`src/rtl/scan_pkg.sv`:
```
package scan_pkg;
    typedef enum logic [2:0] {
        PH_IDLE    = 3'd0,
        PH_BLOCKED = 3'd1,
        PH_HIZ     = 3'd2,
        PH_DRIVE   = 3'd3,
        PH_SAMPLE  = 3'd4,
        PH_DONE    = 3'd5
    } phase_e;
endpackage

```
`src/rtl/scan_sync.sv`:
```
// Synchronizes the strobe into the clock domain and flags its falling edge.
module scan_sync #(
    parameter int STAGES = 2
) (
    input  logic clk,
    input  logic arst_n,
    input  logic d,
    output logic q,
    output logic fell
);
    localparam int CHAIN = STAGES + 1;

    typedef struct packed {
        logic [CHAIN-1:0] chain;
    } sync_t;

    sync_t s_d, s_q;

    always_comb begin
        s_d       = s_q;
        s_d.chain = {s_q.chain[CHAIN-2:0], d};
    end

    always_ff @(posedge clk or negedge arst_n) begin
        if (!arst_n) s_q <= '{chain: '1};
        else         s_q <= s_d;
    end

    assign q    = s_q.chain[STAGES-1];
    assign fell = s_q.chain[STAGES] & ~s_q.chain[STAGES-1];
endmodule

```
`src/rtl/scan_seq_fsm.sv`:
```
// Phase and position sequencer; an async reset clears it whenever test mode is left.
module scan_seq_fsm
    import scan_pkg::*;
#(
    parameter int N_DRIVE     = 34,
    parameter int N_SAMPLE    = 50,
    parameter int POS_W       = 6,
    parameter int SYNC_STAGES = 2
) (
    input  logic             clk,
    input  logic             arst_n,
    input  logic             strobe_lvl,
    input  logic             step,
    output phase_e           phase,
    output logic [POS_W-1:0] pos
);
    typedef struct packed {
        logic [SYNC_STAGES-1:0] arm;
        phase_e                 phase;
        logic [POS_W-1:0]       pos;
    } fsm_t;

    fsm_t f_d, f_q;

    always_comb begin
        f_d     = f_q;
        f_d.arm = {f_q.arm[SYNC_STAGES-2:0], 1'b1};
        unique case (f_q.phase)
            PH_IDLE: begin
                if (f_q.arm[SYNC_STAGES-1]) begin
                    f_d.phase = strobe_lvl ? PH_BLOCKED : PH_HIZ;
                    f_d.pos   = '0;
                end
            end
            PH_BLOCKED: f_d.phase = PH_BLOCKED;
            PH_HIZ: begin
                if (step) begin
                    f_d.phase = PH_DRIVE;
                    f_d.pos   = '0;
                end
            end
            PH_DRIVE: begin
                if (step) begin
                    if (f_q.pos == POS_W'(N_DRIVE - 1)) begin
                        f_d.phase = PH_SAMPLE;
                        f_d.pos   = '0;
                    end else begin
                        f_d.pos = f_q.pos + POS_W'(1);
                    end
                end
            end
            PH_SAMPLE: begin
                if (step) begin
                    if (f_q.pos == POS_W'(N_SAMPLE - 1)) begin
                        f_d.phase = PH_DONE;
                        f_d.pos   = '0;
                    end else begin
                        f_d.pos = f_q.pos + POS_W'(1);
                    end
                end
            end
            PH_DONE: f_d.phase = PH_DONE;
            default: begin
                f_d.phase = PH_IDLE;
                f_d.pos   = '0;
            end
        endcase
    end

    always_ff @(posedge clk or negedge arst_n) begin
        if (!arst_n) f_q <= '{arm: '0, phase: PH_IDLE, pos: '0};
        else         f_q <= f_d;
    end

    assign phase = f_q.phase;
    assign pos   = f_q.pos;
endmodule

```
`src/rtl/scan_drive_decode.sv`:
```
// Walking-zero decode of the drive phase onto output and bidirectional pins.
module scan_drive_decode
    import scan_pkg::*;
#(
    parameter int N_OUT  = 17,
    parameter int N_BIDI = 17,
    parameter int POS_W  = 6
) (
    input  phase_e            phase,
    input  logic [POS_W-1:0]  pos,
    output logic [N_OUT-1:0]  out_val,
    output logic [N_OUT-1:0]  out_oe,
    output logic [N_BIDI-1:0] bidi_val,
    output logic [N_BIDI-1:0] bidi_oe
);
    logic driving;
    assign driving = (phase == PH_DRIVE);

    for (genvar i = 0; i < N_OUT; i++) begin : g_out
        assign out_oe[i]  = driving;
        assign out_val[i] = ~(driving && (pos == POS_W'(i)));
    end

    for (genvar j = 0; j < N_BIDI; j++) begin : g_bidi
        assign bidi_oe[j]  = driving;
        assign bidi_val[j] = ~(driving && (pos == POS_W'(N_OUT + j)));
    end
endmodule

```
`src/rtl/scan_obs_select.sv`:
```
// Picks the sampled pin for the current position and registers it onto the serial output.
module scan_obs_select
    import scan_pkg::*;
#(
    parameter int N_SAMPLE = 50,
    parameter int POS_W    = 6
) (
    input  logic                clk,
    input  logic                arst_n,
    input  phase_e              phase,
    input  logic [POS_W-1:0]    pos,
    input  logic [N_SAMPLE-1:0] sample_vec,
    output logic                obs
);
    typedef struct packed {
        logic obs;
    } obs_t;

    obs_t o_d, o_q;

    always_comb begin
        o_d.obs = 1'b0;
        if (phase == PH_SAMPLE) begin
            for (int i = 0; i < N_SAMPLE; i++) begin
                if (pos == POS_W'(N_SAMPLE - 1 - i)) o_d.obs = sample_vec[i];
            end
        end
    end

    always_ff @(posedge clk or negedge arst_n) begin
        if (!arst_n) o_q <= '{obs: 1'b0};
        else         o_q <= o_d;
    end

    assign obs = o_q.obs;
endmodule

```
`src/rtl/scan_pin_sequencer.sv`:
```
module scan_pin_sequencer
    import scan_pkg::*;
#(
    parameter int N_OUT       = 17,
    parameter int N_BIDI      = 17,
    parameter int N_IN        = 33,
    parameter int SYNC_STAGES = 2,
    parameter int POS_W       = 6
) (
    input  logic              clk,
    input  logic              rst_n,
    input  logic              test_n,
    input  logic              strobe_in,
    input  logic [N_IN-1:0]   in_pins,
    input  logic [N_BIDI-1:0] bidi_in,
    output logic [N_OUT-1:0]  out_val,
    output logic [N_OUT-1:0]  out_oe,
    output logic [N_BIDI-1:0] bidi_val,
    output logic [N_BIDI-1:0] bidi_oe,
    output logic              chip_hold,
    output logic              obs_out,
    output logic [2:0]        phase,
    output logic [POS_W-1:0]  pos
);
    localparam int N_DRIVE  = N_OUT + N_BIDI;
    localparam int N_SAMPLE = N_IN + N_BIDI;

    logic   scan_rst_n;
    logic   strobe_lvl;
    logic   step;
    phase_e phase_w;

    assign scan_rst_n = rst_n & ~test_n;
    assign chip_hold  = ~test_n;

    scan_sync #(.STAGES(SYNC_STAGES)) u_sync (
        .clk    (clk),
        .arst_n (rst_n),
        .d      (strobe_in),
        .q      (strobe_lvl),
        .fell   (step)
    );

    scan_seq_fsm #(
        .N_DRIVE     (N_DRIVE),
        .N_SAMPLE    (N_SAMPLE),
        .POS_W       (POS_W),
        .SYNC_STAGES (SYNC_STAGES)
    ) u_fsm (
        .clk        (clk),
        .arst_n     (scan_rst_n),
        .strobe_lvl (strobe_lvl),
        .step       (step),
        .phase      (phase_w),
        .pos        (pos)
    );

    scan_drive_decode #(
        .N_OUT  (N_OUT),
        .N_BIDI (N_BIDI),
        .POS_W  (POS_W)
    ) u_drive (
        .phase    (phase_w),
        .pos      (pos),
        .out_val  (out_val),
        .out_oe   (out_oe),
        .bidi_val (bidi_val),
        .bidi_oe  (bidi_oe)
    );

    scan_obs_select #(
        .N_SAMPLE (N_SAMPLE),
        .POS_W    (POS_W)
    ) u_obs (
        .clk        (clk),
        .arst_n     (scan_rst_n),
        .phase      (phase_w),
        .pos        (pos),
        .sample_vec ({bidi_in, in_pins}),
        .obs        (obs_out)
    );

    assign phase = phase_w;
endmodule

```
`config.mk`:
```
export PLATFORM = sky130hd
export DESIGN_NAME = scan_pin_sequencer
export DESIGN_NICKNAME = d
export VERILOG_FILES = /design/src/rtl/scan_pkg.sv /design/src/rtl/scan_sync.sv /design/src/rtl/scan_seq_fsm.sv /design/src/rtl/scan_drive_decode.sv /design/src/rtl/scan_obs_select.sv /design/src/rtl/scan_pin_sequencer.sv
export SDC_FILE = /design/constraint.sdc
export NUM_CORES = 1
export LEC_CHECK = 0
export BUFFER_PORTS_ARGS = -buffer_cell sky130_fd_sc_hd__buf_2
export CORE_MARGIN = 4
export CORE_UTILIZATION = 35
export DETAILED_ROUTE_END_ITERATION = 12
export GPL_TIMING_DRIVEN = 0
export MAX_ROUTING_LAYER = met4
export PLACE_DENSITY = 0.74
export SYNTH_ARGS = -nofsm -noshare
export SYNTH_HDL_FRONTEND = slang
export SYNTH_HIERARCHICAL = 1
export SYNTH_SLANG_ARGS = --single-unit
```
`constraint.sdc`:
```
create_clock -name clk -period 2.5 [get_ports clk]
set_input_delay 0.375 -clock clk [delete_from_list [all_inputs] [get_ports clk]]
set_output_delay 0.375 -clock clk [all_outputs]
set_load 0.01 [all_outputs]
```
Word-level counts from Yosys, hierarchy flattened. Cells that the tools add are included.

Bits in registers: 15. Bits in latches: 0. Bits in writable memories: 0. Memory bits (read-only): 0. Input port bits: 54. Output and inout bits: 79. Logic and storage cells: 206. Memories kept: 0.

$add $sub $neg: 1. Multiply operators: 0. Div/mod/pow operators: 0. Magnitude comparators: 0. Equal/unequal tests: 60. Shifts and indexed selects: 0. Multiplexer cells: 62. Bitwise logic cells: 39. Reduce and logical (&&, ||, !) cells: 39.

Operator list (number): 6-bit == test (second input constant) (18); 6-bit by 5-bit == test with 1-bit output (second input constant) (16); 1-bit two-way mux (51); 6-bit by 4-bit == test with 1-bit output (second input constant) (8); 1-bit inverter (37); 9-bit two-way mux (4); 1-bit logical AND (34); 6-bit case mux with 5 select lines (1); 6-bit by 3-bit == test with 1-bit output (second input constant) (4); 3-bit case mux with 6 select lines (1); 6-bit by 2-bit == test with 1-bit output (second input constant) (2); 6-bit two-way mux (2); 2-bit != test (second input constant) (4); 6-bit by 1-bit adder with 6-bit output (second input constant) (1); 3-bit by 2-bit == test with 1-bit output (second input constant) (2); 3-bit == test (second input constant) (2); 6-bit by 1-bit == test with 1-bit output (second input constant) (1); 6-bit zero test (1); 3-bit two-way mux (2); 6-bit AND reduction (1); 5-bit AND reduction (1); 2-bit by 1-bit != test with 1-bit output (second input constant) (2); 3-bit by 1-bit == test with 1-bit output (second input constant) (1); 3-bit zero test (1); 3 further kinds (4).

Logic depth before layout (Yosys ltp). Gate-level depths: netlist of run 1.

Depth after elaboration: 52. Depth in mapped cells: 11. Depth with buffers taken out: 7.

Hierarchy. The synthesis of run 1 kept the hierarchy.

By module, submodules not included: scan_obs_select (times used 1, cells an instance 123, area an instance 877.1 sq um, seq. area each 25.0 sq um); scan_seq_fsm (times used 1, cells an instance 77, area an instance 763.2 sq um, seq. area each 275.3 sq um); scan_drive_decode (times used 1, cells an instance 94, area an instance 646.9 sq um, seq. area each 0.0 sq um); scan_sync (times used 1, cells an instance 4, area an instance 92.6 sq um, seq. area each 78.8 sq um); scan_pin_sequencer (times used 1, cells an instance 2, area an instance 10.0 sq um, seq. area each 0.0 sq um).

Least setup slack after synthesis of run 1. Ideal clock, no wire load.

Path type: register -> register. From: reg u_fsm.f_q, in the netlist u_fsm/pos[0]. To: reg u_obs.o_q (netlist: u_obs/obs). Setup time: 0.123 ns. Data arrival time: 2.044 ns. Data required time: 2.377 ns. Path slack: 0.333 ns. Cell stages (with the launch flop): 9. Buffers on the path: 1. Clock period less this slack: 2.167 ns. Cells stage by stage: dfrtp_1 -> buf_4 -> inv_2 -> o2111a_1 -> or4_4 -> a21o_1 -> a221oi_2 -> a2111oi_0 -> o221a_1.

Word-level cells in the longest chain between the ends: 52. Elaborated cells between the ends (all ways): 101. Classes of those cells: eq/ne: 49; mux: 51; reduce/logical: 1.

RTL lines: start: declaration (RTL line scan_seq_fsm.sv:23) `fsm_t f_d, f_q;`; start signal: assignment (RTL line scan_seq_fsm.sv:71) `if (!arst_n) f_q <= '{arm: '0, phase: PH_IDLE, pos: '0};`; 6-bit == test (RTL line scan_obs_select.sv:25) `if (pos == POS_W'(N_SAMPLE - 1 - i)) o_d.obs = sample_vec[i];`; 1-bit two-way mux (49 in a row) (RTL line scan_obs_select.sv:25); 1-bit two-way mux (*) (RTL line scan_obs_select.sv:25); 1-bit two-way mux (*) (RTL line scan_obs_select.sv:23) `if (phase == PH_SAMPLE) begin`; named net u_obs.o_d (RTL line scan_obs_select.sv:19) `obs_t o_d, o_q;`; end signal: assignment (RTL line scan_obs_select.sv:31) `if (!arst_n) o_q <= '{obs: 1'b0};`; end: declaration (RTL line scan_obs_select.sv:19).

Mark *: on every way through the listed nets, which the timed path passes. The rest lies on a longest branch. A chain may end at the register's enable or synchronous reset.

Worst setup path after layout of run 1. Same ends and word-level chain as after synthesis.

==> results.json, run 1 <==
{
  "outcome": "completed",
  "multi_input_comb_area_um2": 1531,
  "cts-root-to-sink-buffers": 2,
  "dr.max_layer_used": "met4",
  "post_synthesis_sequential_element_count": 15,
  "buffers_added_on_ports": 132,
  "clk_pin_slew_ps": 60,
  "power.leakage_nw": 1.527,
  "detail_route.wirelength_um": 7617,
  "powerDensity_nw_per_um2": 742.5,
  "first_global_vias": 2585,
  "met3WireLength_um": 585,
  "initial_utilization": 0.3679,
  "dr_total_vias": 2736,
  "async_reset_ff_frac": 1.000,
  "min-delay-path-class": "input port to async pin",
  "final_max_slew_viol_count": 0,
  "num_antenna_cells": 0,
  "drt-met1-wl_um": 3169,
  "mappedNetlistArea_um2": 2390,
  "critical_path.max_fanout": 13,
  "synth.avg_cell_area_um2": 7.966,
  "place_hpwl_um": 6185,
  "yosysWarningCount": 6,
  "worstSetupPathType": "register to register",
  "route.detailed.wl_per_inst_um": 14.82,
  "antenna_found_initial": 0,
  "clk_root_buffer_cell": "clkbuf_8",
  "most_common_library_cell_in_the_layout_ignoring_fill_and_taps": "buf_2",
  "die-area_um2": 8214,
  "worstPathRequired_ps": 2630,
  "final.hold.worst_slack_ps": 91.05,
  "skew_ps": 1.615,
  "seq_total_area_yosys": 0.1586,
  "synth.distinct_cells": 69,
  "cap_violations": 0,
  "drt_iter0_markers": 124,
  "tritoncts": "done",
  "drive_above_1_share": 0.5332,
  "finalHoldViolations": 0,
  "cts_hold_buffers": 0,
  "post_drt_via_cell_ratio": 5.323,
  "globalplace.congestion": 0.9601,
  "syn-num-nets": 356,
  "netlist_instances": 300,
  "cts-htree-levels": 1,
  "finalWorstPathRequiredPeriod_ps": 2346,
  "instances_no_fill": 514,
  "die-height_um": 90.63,
  "drt_pre_antenna_iters": 4,
  "count_of_flip_flops_with_a_built_in_enable_after_synthesis": 0,
  "sequential_cell_area_um2": 381.6,
  "critical_path.startpoint_type": "register",
  "drc": 0,
  "synth-main-ff-cell": "dfrtp_1",
  "die_w_um": 90.63,
  "grt_overflow_total": 0,
  "timing.max_slew.rel_slack": 0.2947,
  "total_nets_final": 494,
  "numCtsBuffers": 3,
  "area_delta_synth_final_pct": 35.24,
  "grt_start_max_net_pins": 44,
  "filler_cells": 655,
  "clock_insertion_delay_worst_skew_ps": 240,
  "grt_first_pass_wirelength_um": 12350,
  "layout.core_utilization": 0.4976,
  "layout_worst_path_cycle_share": 0.9384,
  "vdd_drop_max_v": 0.0004254,
  "grt_setup_unrepaired": "false",
  "num_rows": 29,
  "clock_sink_count": 15,
  "crit_path_capture_type": "register",
  "sum_of_met2_wire_segment_lengths_after_detailed_routing_um": 3803,
  "top_level_ports": 133,
  "maxClockFrequency_ghz": 0.4262,
  "setup_violators_final": 0,
  "core_region_area_um2": 6495,
  "layout_common_cells": "buf_2, buf_4, nand3_1",
  "worst-endpoint-arrival_ps": 2470,
  "route.antenna.remaining_nets": 0,
  "grtUsageTotal": 0.1785,
  "numPlacedInstances": 509,
  "worst_tran_pin_value_ps": 1056
}
[metrics by stage]
stage | worst slack (ps) | area (um^2) | total power [mW] | setup TNS [ps]
finish | 153.9 | 3232 | 2.400 | 0
global route | 25.96 | 3232 | 2.600 | 0
CTS | 11.47 | 3199 | 2.388 | 0
detailed placement | -113.7 | 3147 | 2.182 | -113.7
global placement | -83.12 | 3147 | 2.139 | -83.12
floorplan | 333.1 | 2390 | 1.673 | 0
[cell type report]
cell class                      instances  area share
Clock buffer                            4     0.01394
Buffer                                 63      0.1448
Sequential cell                        15      0.1181
Timing Repair Buffer                  134      0.2091
Multi-Input combinational cell        212      0.4739
Inverter                                9     0.01045
Tap cell                               77     0.02981
[path summary, 6_finish.rpt]
path / startpoint / to / slack, ps / cells after the start
min in group clk: strobe_in / u_sync/s_q[0]$_DFF_PN1_ / 230 / 1
setup reg to reg: u_fsm/pos[0]$_DFFE_PN0P_ / u_obs/obs$_DFF_PN0_ / 150 / 8
hold / removal: rst_n / u_sync/s_q[0]$_DFF_PN1_ / 90 / 1
setup / recovery: u_fsm/pos[0]$_DFFE_PN0P_ / u_obs/obs$_DFF_PN0_ / 150 / 8
hold reg to reg: u_fsm/f_d[10]$_DFF_PN0_ / u_fsm/f_q[10]$_DFF_PN0_ / 360 / 0
max in group asynchronous: rst_n / u_fsm/pos[3]$_DFFE_PN0P_ / 1300 / 2
[kinds of logic (layout without fill, tap and decap cells)]
logic type,after synthesis,count (layout),share of synthesized area
AO/OA/AOI/OAI,65,65,0.1943
XOR/XNOR,2,2,0.007331
adder cells (fa/ha/maj),2,2,0.01047
buffers and inverters,73,210,0.2084
flip-flops,15,15,0.1586
multiplexers,20,20,0.09162
other,1,1,0.001569
AND/OR/NAND/NOR,122,122,0.3277
[flip-flops by register name, indices dropped and copies added (netlist names)]
signal	count
u_fsm/pos	6
u_fsm/phase	3
u_fsm/f_d	1
u_sync/s_q	3
u_fsm/f_q	1
u_obs/obs	1
[worst max-delay path: stages (launching register included)]
cell       delay [ps]
dfrtp_2           410
buf_4             210
inv_2              90
o2111a_1          250
or4_4             540
a21o_1            180
a221oi_2          230
a2111oi_2          80
o221a_1           250
[cell usage after synthesis, types with 3 or more instances]
| master | count | area, um^2 |
|---|---|---|
| nor2b_1 | 12 | 75.07 |
| nand2b_1 | 6 | 37.54 |
| a21oi_1 | 14 | 70.07 |
| nand2_1 | 9 | 33.78 |
| dfstp_2 | 3 | 78.83 |
| and4bb_2 | 3 | 37.54 |
| buf_6 | 3 | 33.78 |
| nor3b_1 | 3 | 22.52 |
| nand3b_1 | 3 | 22.52 |
| buf_4 | 51 | 382.9 |
| nand4_1 | 9 | 56.30 |
| mux2i_1 | 14 | 140.1 |
| o21ai_0 | 14 | 70.07 |
| and2_1 | 3 | 18.77 |
| o2bb2ai_1 | 5 | 43.79 |
| a21o_1 | 3 | 22.52 |
| inv_1 | 8 | 30.03 |
| nor2_1 | 15 | 56.30 |
| nand3_1 | 29 | 145.1 |
| mux2_2 | 5 | 56.30 |
| a31oi_1 | 3 | 18.77 |
| buf_2 | 7 | 35.03 |
| nor3_1 | 5 | 25.02 |
| dfrtp_1 | 12 | 300.3 |
[repair_timing]
item | in CTS | in global routing
endpoints found under the hold margin | 0 | 0
gates cloned | 0 | 0
gates resized for setup | 3 | 10
buffers inserted | 0 | 2
endpoints found under the setup margin | 1 | 1
pin swaps | 0 | 2
[report_power, final]
part	internal (mW)	switching, mW	leakage, nW
Sequential	0.290	0.0419	0.186
Combinational	0.898	0.977	1.32
Clock	0.113	0.0797	0.0228
Total	1.30	1.10	1.53
[metal layers]
metal / vias to the layer above / global-route usage
li1: 1349 / -
met1: 1263 / 0.2115
met2: 116 / 0.3187
met3: 8 / 0.02750
met4: 0 / 0.03699
met5: - / -
Note: power is estimated with default switching activity, not from simulation.
==> run 2: changes to the inputs <==
CORE_UTILIZATION = 46   (was 35)
PLACE_DENSITY = 0.91   (was 0.74)
==> results.json, run 2 (same netlist as run 1, synthesis figures left out) <==
{
  "outcome": "completed",
  "die-height_um": 80.08,
  "first_global_vias": 2473,
  "worst_tran_pin_value_ps": 1030,
  "numCtsBuffers": 3,
  "final_max_slew_viol_count": 0,
  "grt_setup_unrepaired": "false",
  "num_rows": 25,
  "buffers_added_on_ports": 132,
  "dr_total_vias": 2776,
  "worst-endpoint-arrival_ps": 2510,
  "powerDensity_nw_per_um2": 756.2,
  "power.leakage_nw": 1.528,
  "placement.setup.worst_slack_ps": -97.76,
  "combPwrFrac": 0.780,
  "clk_root_buffer_cell": "clkbuf_8",
  "clock_sink_count": 15,
  "drt_pre_antenna_iters": 4,
  "share_seq_of_total_power": 0.136,
  "globalplace.congestion": 0.9615,
  "post_drt_via_cell_ratio": 5.508,
  "switching_share": 0.4653,
  "worstPathRequired_ps": 2640,
  "cts-htree-levels": 1,
  "layout_common_cells": "buf_2, buf_4, nand3_1",
  "route.detailed.wl_per_inst_um": 15.48,
  "clk_pin_slew_ps": 60,
  "largest_register_ff_count": 6,
  "grt_first_pass_wirelength_um": 11660,
  "crit_path_capture_type": "register",
  "critical_path.slowest_cell": "or4_4",
  "cp_num_buf_inv": 2,
  "share_clk_of_total_power": 0.084,
  "finalWorstPathRequiredPeriod_ps": 2366,
  "area_delta_synth_final_pct": 34.50,
  "critical_path.max_fanout": 13,
  "critPathMaxStageDelay_ps": 550,
  "route.antenna.remaining_nets": 0,
  "cap_violations": 0,
  "final.hold.worst_slack_ps": 85.42,
  "skew_ps": 3.928,
  "place_hpwl_um": 6241,
  "initial_utilization": 0.4897,
  "clock_insertion_delay_worst_skew_ps": 250,
  "worstSetupPathType": "register to register",
  "finalHoldViolations": 0,
  "timing.max_slew.rel_slack": 0.3121,
  "top_level_ports": 133,
  "die-area_um2": 6412,
  "core_region_area_um2": 4880,
  "crit_path_cell_trace": "buf_4 -> inv_2 -> o2111a_1 -> or4_4 -> a21o_1 -> a221oi_2 -> a2111oi_2 -> o221a_1",
  "drive_above_1_share": 0.5286,
  "maxClockFrequency_ghz": 0.4226,
  "cellInternalPower_mw": 1.300,
  "antenna_found_initial": 0,
  "setup_violators_final": 0,
  "grtUsageTotal": 0.2289,
  "drc": 0,
  "drt_iter0_markers": 266,
  "num_antenna_cells": 0,
  "setup_ws_post_layout_ps": 133.7,
  "die_w_um": 80.08,
  "grt_start_max_net_pins": 44,
  "layout_worst_path_cycle_share": 0.9465,
  "grt_overflow_total": 0,
  "filler_cells": 459,
  "tritoncts": "done",
  "cts-root-to-sink-buffers": 2,
  "min-delay-path-class": "input port to async pin",
  "switching_power_mw": 1.131,
  "vdd_drop_max_v": 0.0005643,
  "most_common_library_cell_in_the_layout_ignoring_fill_and_taps": "buf_2",
  "detail_route.wirelength_um": 7800,
  "total_nets_final": 494,
  "cpLargestDelayFamily": "compound AO/OA/AOI/OAI gates",
  "critical_path.startpoint_type": "register"
}
-- run 2: through the flow --
stage                     power, mW  instances  setup TNS (ps)    util  cell area (um^2)
final                         2.431        504               0  0.6587              3214
after global routing          2.616        504               0  0.6587              3214
after CTS                     2.395        503               0  0.6531              3187
after detailed placement      2.185        499          -97.76  0.6423              3134
after global placement        2.120        499          -121.4  0.6423              3134
after floorplan               1.673        300               0       -              2390
-- run 2: layout make-up --
type,count,area (um^2),share of cell area
Tap cell,67,83.83,0.02608
Sequential cell,15,380.4,0.1183
Timing Repair Buffer,133,668.1,0.2079
Buffer,64,473.0,0.1471
Multi-Input combinational cell,212,1530,0.4761
Clock buffer,4,45.04,0.01401
Inverter,9,33.78,0.01051
-- run 2: per-layer routing --
metal	part of all wire	track usage	vias up
met1	0.39	0.2743	1292
li1	-	-	1341
met5	0	-	-
met4	0.017	0.05405	0
met3	0.085	0.03363	15
met2	0.50	0.4040	128
-- run 2: timing repair --
item,4_1_cts,5_1_grt
setup buffers,0,1
hold buffers,0,0
pin swaps,0,2
setup endpoints to repair,1,1
gates resized for setup,3,7
-- run 2: power by group through the flow --
stage	Sequential [mW]	Clock (mW)	Combinational [mW]
3_5_place_dp	0.334	0	1.85
4_1_cts	0.330	0.205	1.86
2_1_floorplan	0.323	0	1.35
6_report	0.330	0.205	1.90
3_3_place_gp	0.329	0	1.79
5_1_grt	0.338	0.217	2.06
-- run 2: worst paths after layout --
check,from,endpoint,slack (ps),depth (start not counted)
worst max-delay path,u_fsm/pos[0]$_DFFE_PN0P_,u_obs/obs$_DFF_PN0_,130,8
worst min-delay path,rst_n,u_sync/s_q[1]$_DFF_PN1_,90,1
worst max register to register,u_fsm/pos[0]$_DFFE_PN0P_,u_obs/obs$_DFF_PN0_,130,8
worst min register to register,u_sync/s_q[0]$_DFF_PN1_,u_sync/s_q[1]$_DFF_PN1_,360,0
max in group asynchronous,rst_n,u_fsm/pos[0]$_DFFE_PN0P_,1340,2
min in group clk,strobe_in,u_sync/s_q[0]$_DFF_PN1_,220,1
